$ cat src/rtl/crs_row_pkg.sv
package crs_row_pkg;

    typedef enum logic [1:0] {
        DRV_GND = 2'b00,
        DRV_LO  = 2'b01,
        DRV_HI  = 2'b10,
        DRV_RSV = 2'b11
    } drive_e;

    typedef enum logic {
        CELL_ZERO = 1'b0,
        CELL_ONE  = 1'b1
    } cell_e;

    typedef enum logic {
        RO_IDLE   = 1'b0,
        RO_REPORT = 1'b1
    } report_e;

endpackage

$ cat src/rtl/crs_row_drive.sv
module crs_row_drive
    import crs_row_pkg::*;
#(
    parameter int COLS = 8
) (
    input  logic                rd_en,
    input  logic                wl_in,
    input  logic [2*COLS-1:0]   bl_drv,
    output logic                wl_eff,
    output logic [2*COLS-1:0]   drv_eff
);

    // A read forces the word line high and every bit line to logic 0.
    assign wl_eff = rd_en | wl_in;

    for (genvar g = 0; g < COLS; g++) begin : g_drv
        assign drv_eff[2*g +: 2] = rd_en ? DRV_LO : bl_drv[2*g +: 2];
    end

endmodule

$ cat src/rtl/crs_row_cell.sv
module crs_row_cell
    import crs_row_pkg::*;
(
    input  logic       clk,
    input  logic       rst,
    input  logic       wl,
    input  logic [1:0] drv,
    output logic       state_o,
    output logic       spike_o,
    output logic       evt_o
);

    cell_e state_q;
    cell_e state_nx;
    logic  bl_act;
    logic  bl_val;
    logic  evt_q;

    // Bit-line decode: ground and the spare code leave the cell floating.
    always_comb begin
        unique case (drv)
            DRV_LO:  begin bl_act = 1'b1; bl_val = 1'b0; end
            DRV_HI:  begin bl_act = 1'b1; bl_val = 1'b1; end
            DRV_GND: begin bl_act = 1'b0; bl_val = 1'b0; end
            DRV_RSV: begin bl_act = 1'b0; bl_val = 1'b0; end
        endcase
    end

    // Next-state process: reverse implication from one, inverse implication from zero.
    always_comb begin
        state_nx = state_q;
        if (bl_act) begin
            unique case (state_q)
                CELL_ONE:  state_nx = (wl | ~bl_val) ? CELL_ONE : CELL_ZERO;
                CELL_ZERO: state_nx = (wl & ~bl_val) ? CELL_ONE : CELL_ZERO;
            endcase
        end
    end

    // State register.
    always_ff @(posedge clk) begin
        if (rst) begin
            state_q <= CELL_ONE;
            evt_q   <= 1'b0;
        end else begin
            state_q <= state_nx;
            evt_q   <= (state_nx != state_q);
        end
    end

    assign state_o = state_q;
    assign spike_o = (state_nx != state_q);
    assign evt_o   = evt_q;


    set_cond_chk: assert property (@(posedge clk) disable iff (rst)
        $rose(state_o) |-> ($past(wl) && $past(drv) == DRV_LO));


    reset_cond_chk: assert property (@(posedge clk) disable iff (rst)
        $fell(state_o) |-> (!$past(wl) && $past(drv) == DRV_HI));


    ground_hold_chk: assert property (@(posedge clk) disable iff (rst)
        (drv == DRV_GND || drv == DRV_RSV) |=> $stable(state_o));


    evt_change_chk: assert property (@(posedge clk) disable iff (rst)
        evt_o |-> (state_o != $past(state_o)));

endmodule

$ cat src/rtl/crs_row_report.sv
module crs_row_report
    import crs_row_pkg::*;
#(
    parameter int COLS = 8
) (
    input  logic            clk,
    input  logic            rst,
    input  logic            rd_en,
    input  logic [COLS-1:0] spike,
    output logic            rd_valid,
    output logic [COLS-1:0] rd_data
);

    report_e st_q;
    report_e st_nx;
    logic [COLS-1:0] data_q;

    // Transition process: CAPTURE on a read edge, RELEASE otherwise.
    always_comb begin
        unique case (st_q)
            RO_IDLE:   st_nx = rd_en ? RO_REPORT : RO_IDLE;
            RO_REPORT: st_nx = rd_en ? RO_REPORT : RO_IDLE;
        endcase
    end

    // State register.
    always_ff @(posedge clk) begin
        if (rst) st_q <= RO_IDLE;
        else     st_q <= st_nx;
    end

    // Output process: a spike during a read means the cell held zero.
    always_ff @(posedge clk) begin
        if (rst)        data_q <= '0;
        else if (rd_en) data_q <= ~spike;
    end

    assign rd_valid = (st_q == RO_REPORT);
    assign rd_data  = data_q;

endmodule

$ cat src/rtl/crs_row.sv
module crs_row
    import crs_row_pkg::*;
#(
    parameter int COLS = 8
) (
    input  logic                clk,
    input  logic                rst,
    input  logic                rd_en,
    input  logic                wl_in,
    input  logic [2*COLS-1:0]   bl_drv,
    output logic [COLS-1:0]     cell_state,
    output logic [COLS-1:0]     evt_flag,
    output logic                rd_valid,
    output logic [COLS-1:0]     rd_data
);

    logic                wl_eff;
    logic [2*COLS-1:0]   drv_eff;
    logic [COLS-1:0]     spike;

    crs_row_drive #(.COLS(COLS)) u_drive (
        .rd_en   (rd_en),
        .wl_in   (wl_in),
        .bl_drv  (bl_drv),
        .wl_eff  (wl_eff),
        .drv_eff (drv_eff)
    );

    for (genvar g = 0; g < COLS; g++) begin : g_cell
        crs_row_cell u_cell (
            .clk     (clk),
            .rst     (rst),
            .wl      (wl_eff),
            .drv     (drv_eff[2*g +: 2]),
            .state_o (cell_state[g]),
            .spike_o (spike[g]),
            .evt_o   (evt_flag[g])
        );
    end

    crs_row_report #(.COLS(COLS)) u_report (
        .clk      (clk),
        .rst      (rst),
        .rd_en    (rd_en),
        .spike    (spike),
        .rd_valid (rd_valid),
        .rd_data  (rd_data)
    );


    read_data_chk: assert property (@(posedge clk) disable iff (rst)
        rd_valid |-> (rd_data == $past(cell_state)));


    read_ones_chk: assert property (@(posedge clk) disable iff (rst)
        rd_valid |-> (&cell_state));


    valid_src_chk: assert property (@(posedge clk) disable iff (rst)
        rd_valid |-> $past(rd_en));

endmodule

$ cat config.mk
export PLATFORM = sky130hd
export DESIGN_NAME = crs_row
export DESIGN_NICKNAME = d
export VERILOG_FILES = /design/src/rtl/crs_row_pkg.sv /design/src/rtl/crs_row_drive.sv /design/src/rtl/crs_row_cell.sv /design/src/rtl/crs_row_report.sv /design/src/rtl/crs_row.sv
export SDC_FILE = /design/constraint.sdc
export NUM_CORES = 1
export LEC_CHECK = 0
export BUFFER_PORTS_ARGS = -buffer_cell sky130_fd_sc_hd__buf_4
export CORE_ASPECT_RATIO = 1.25
export CORE_MARGIN = 4
export CORE_UTILIZATION = 45
export DETAILED_ROUTE_END_ITERATION = 10
export MAX_ROUTING_LAYER = met4
export PLACE_DENSITY = 0.74
export SETUP_SLACK_MARGIN = 0.1
export SKIP_CTS_REPAIR_TIMING = 1
export SYNTH_ARGS = -nofsm -noshare
export SYNTH_HDL_FRONTEND = slang
export SYNTH_SLANG_ARGS = --single-unit
export TNS_END_PERCENT = 10
$ cat constraint.sdc
create_clock -name clk -period 1.45 [get_ports clk]
set_clock_uncertainty 0.2 [all_clocks]
set_input_delay 0.2175 -clock clk [delete_from_list [all_inputs] [get_ports clk]]
set_output_delay 0.2175 -clock clk [all_outputs]
set_load 0.03 [all_outputs]
# After elaboration in Yosys (flattened, before gate mapping)
# Cells that the tools add are included.
op_classes:
  eq_ne: 32
  n_mux: 57
  n_bitwise: 34
  reduce_logical: 32
ops:
  columns: ["op", "count"]
  rows:
  - ["one-hot mux 1 bit (2 select lines)", 24]
  - ["== test 2 bit (second input constant)", 16]
  - ["OR reduction 2 bit", 16]
  - ["2-to-1 mux 1 bit", 25]
  - ["OR reduction 3 bit", 8]
  - ["== test 2 x 1 -> 1 bit (second input constant)", 8]
  - ["logical NOT 2 bit", 8]
  - ["2-to-1 mux 2 bit", 8]
  - ["inverter 1 bit", 16]
  - ["bitwise OR 1 bit", 9]
  - ["bitwise AND 1 bit", 8]
  - ["inequality test 1 bit", 8]
  - ["inverter 8 bit", 1]
totals:
  register_bits: 25
  input_bits: 20
  output_inout_bits: 25

# Logic depth before layout (Yosys ltp)
depth:
  ltp_word: 11
  mapped_depth: 7
  mapped_depth_nobuf: 5

# Modules after synthesis
# A second synthesis with hierarchy kept.
unflattened:
  cells_unflattened: 159
  hier_area_um2: 1402.6
modules_own_cells:
  columns: ["module", "instances", "cells_per_inst", "area_each_um2", "seq_area_each_um2"]
  rows:
  - ["crs_row_cell", 8, 14, 115.1, 40.0]
  - ["crs_row_report", 1, 29, 355.3, 180.2]
  - ["crs_row_drive", 1, 18, 126.4, 0.0]

# Worst setup path after synthesis
# OpenSTA, ideal clock, no wires.
synth_path:
  path_type: "input-to-reg"
  from: "input rd_en"
  to: "register g_cell[1].u_cell.evt_q"
  setup_time_ns: 0.133
  arrival_time_ns: 1.175
  required_ns: 1.117
  setup_slack_ns: -0.058
  path_stages: 7
  cell_sequence: "buf_6 -> buf_2 -> nor2_1 -> ha_1 -> and4bb_2 -> a21oi_1 -> nor3_1"
synth_between:
  elab_chain_len: 10
synth_rtl:
  columns: ["element", "line", "text"]
  rows:
  - ["start: declaration", "crs_row.sv:8", "input logic rd_en,"]
  - ["2-to-1 mux 2 bit", "crs_row_drive.sv:17", "assign drv_eff[2*g +: 2] = rd_en ? DRV_LO : bl_drv[2*g +: 2];"]
  - ["== test 2 x 1 -> 1 bit (tied with other cells)", "crs_row_cell.sv:21", "unique case (drv)"]
  - ["OR reduction 3 bit (no line)", null, null]
  - ["one-hot mux 1 bit (2 select lines)", "crs_row_cell.sv:21", null]
  - ["inverter 1 bit", "crs_row_cell.sv:34, crs_row_cell.sv:35", null]
  - ["bitwise AND 1 bit / bitwise OR 1 bit (equally long branches)", "crs_row_cell.sv:35, crs_row_cell.sv:34", null]
  - ["2-to-1 mux 1 bit (on tied branches)", "crs_row_cell.sv:35, crs_row_cell.sv:34", null]
  - ["one-hot mux 1 bit (2 select lines)", "crs_row_cell.sv:33", "unique case (state_q)"]
  - ["2-to-1 mux 1 bit *", "crs_row_cell.sv:32", "if (bl_act) begin"]
  - ["inequality test 1 bit *", "crs_row_cell.sv:47", "evt_q <= (state_nx != state_q);"]
  - ["end signal: assignment", "crs_row_cell.sv:47", null]
  - ["end: declaration", "crs_row_cell.sv:17", "logic evt_q;"]
# Mark *: on every way between the ends. The rest lies on a longest branch, timed or not.
# A chain may end at the register's enable or synchronous reset.

# Final worst setup path
layout_path:
  from: "register g_cell[6].u_cell.state_q"
  to: "output cell_state[6]"
layout_lines:
  columns: ["element", "line", "text"]
  rows:
  - ["start: declaration", "crs_row_cell.sv:13", "cell_e state_q;"]
  - ["start signal: assignment", "crs_row_cell.sv:46", "state_q <= state_nx;"]
  - ["end: declaration", "crs_row.sv:11", "output logic [COLS-1:0] cell_state,"]
# No word-level cell between the ends.

==> metrics.cfg <==
[sta]
period_share = 0.947
setup_viol = 0
rsz0062_at_grt = yes
hold_viol_final = 0
slew_violations = 0
fin_tns_setup_ns = 0
layout_min_cycle_time_ns = 1.37
fmax_mhz = 728
tightest_slew_ns = 0.339
slew_headroom = 0.774

[detailed_routing]
vias = 1265
drc = 0
first_pass_iters = 4
ant_nets = 0
drt_iter0_markers = 40
viasPerCell = 5.25
wl_mm = 3.22
routedWlPerCell_um = 13.3

[synthesis]
synthesis.nets = 200
synth.most_common_cell = nor2_1
yosysTopAreaCell = dfxtp_1
ys_seq_area_frac = 0.344
yosys.area.top_type_share = 0.344
synth_seq_cells = 25
async_flop_share = 0
synth_cells = 172
yosys-top-cells-count = nor2_1 (32), dfxtp_1 (25), nor3_1 (24)
syn_area_um2 = 1460
syn_avg_cell_area_um2 = 8.46
synth.distinct_cells = 20
synth_area_leaders = dfxtp_1 (34%), buf_4 (8.8%), nor3_1 (8.3%), nor2_1 (8.3%), ha_1 (6.9%)
synth_ff_type = dfxtp_1
synth_enable_flop_cells = 0
ys_warn_count = 0

[worst_setup_path]
slowest_delay_ns = 0.44
crit_type = flip-flop to output port
worst-path-buf-inv = 1
endpoint_kind = output port
path_delay_family = flip-flops
crit_fanout = 6
r2r_slack_ns = 0.32
cp_data_required_time_ns = 1.03
cp.arrival_ns = 0.96
crit_path_start_kind = flip-flop
path_cells = buf_4
cpMaxStageDelayCell = dfxtp_1

[floorplan]
chipHeight_um = 71.6
dieArea_um2 = 4210
row_count = 22
die_w_um = 58.9
io-pin-count = 45
coreArea_um2 = 3030
initial_core_util = 0.481

[place]
gp_congestion = 0.735
numPortBuffers = 44
place_hpwl_mm = 2.40

[global_route]
first_global_vias = 1260
antenna_found_initial = 0
track_usage = 0.164
overflow = 0
grt_start_max_net_pins = 36
grt_pass1_wl_mm = 5.39

[min_path]
hp-class = primary input to flip-flop

[power_and_ir_drop]
power.density_nw_per_um2 = 756
vdd_drop_max_mv = 0.532
leakage_nw = 0.762

[layout]
antenna_cells = 0
area_delta_synth_final_pct = 21.8
drive_gt1_frac = 0.405
nNetsFinal = 234
fillers = 284
final_core_util = 0.586

[clock_tree]
cts-root-buf = clkbuf_4
clk_pin_slew_ns = 0.15
h-tree-depth = 1
numCtsBuffers = 3
max-clock-path-buffers = 2
clkSinkCount = 25
insertion_delay_ns = 0.32
cts_tree = built

[job]
drv_cap = 0

[run_status]
status = completed

per-layer routing:
metal | routed length [um] | track usage
met5 | 0 | -
met1 | 1350 | 0.181
met4 | 51 | 0.0705
met2 | 1690 | 0.287
met3 | 123 | 0.0216
worst paths after layout:
check	startpoint	end	cells after the start
setup / recovery	g_cell[6].u_cell.state_o$_SDFF_PP1_	cell_state[6]	1
hold / removal	rst	u_report.rd_valid$_SDFF_PP0_	2
setup reg to reg	g_cell[6].u_cell.state_o$_SDFF_PP1_	g_cell[6].u_cell.evt_o$_SDFF_PP0_	3
hold reg to reg	u_report.rd_data[7]$_SDFFE_PP0P_	u_report.rd_data[7]$_SDFFE_PP0P_	2
registers in the layout (all words and copies together), names as in the netlist:
signal / flops
g_cell.u_cell.evt_o: 8
g_cell.u_cell.state_o: 8
u_report.rd_data: 8
u_report.rd_valid: 1
cell usage in the layout (no fill, tap or decap):
cell type,synthesis,final
buf_4,17,53
nor2_1,32,32
nor3_1,24,21
dfxtp_1,25,18
a21oi_1,14,14
nor2b_1,9,9
inv_1,8,8
o21ai_0,8,8
dfxtp_2,0,7
a211oi_2,5,5
and4bb_1,4,4
and4bb_2,4,4
ha_2,0,4
ha_1,8,4
nor3_2,0,3
a211oi_1,3,3
clkbuf_4,0,3
a21oi_2,2,2
or2_1,1,1
nor2_8,1,1
clkinvlp_4,0,1
logic make-up after synthesis:
family / count (synthesis) / synth area share
buffers and inverters: 32 / 0.150
AND/OR/NAND/NOR: 75 / 0.291
adder cells (fa/ha/maj): 8 / 0.0688
flip-flops: 25 / 0.344
AO/OA/AOI/OAI: 32 / 0.146
per-stage QoR:
| stage | hold slack [ns] | instances | total power [mW] | worst slack (ns) | area [um^2] |
|---|---|---|---|---|---|
| 4_1_cts | 0.0575 | 241 | 1.35 | 0.0519 | 1760 |
| 2_1_floorplan | 0.251 | 172 | 0.934 | 0.0346 | 1490 |
| 3_5_place_dp | 0.290 | 237 | 1.03 | -0.160 | 1730 |
| 5_1_grt | 0.0556 | 241 | 1.41 | 0.0388 | 1770 |
| 6_report | 0.0673 | 241 | 1.34 | 0.0772 | 1770 |
| 3_3_place_gp | 0.276 | 237 | 1.02 | -0.142 | 1730 |
final cells by class:
cell class	instances	area (um^2)	share of cell area
clock buffer	3	22.5	0.0127
inverter	8	30.0	0.0169
clock inverter	1	7.51	0.00423
timing repair buffer	53	398	0.224
sequential	25	509	0.287
tap	36	45.0	0.0254
multi-input combinational	115	761	0.429
power breakdown:
group	leakage (nW)	internal, mW	total, mW	switching (mW)
registers	0.201	0.708	0.721	0.0125
clock network	0.0139	0.105	0.326	0.221
logic	0.547	0.131	0.293	0.163
total	0.762	0.944	1.34	0.396
(Power assumes the default switching activity.)
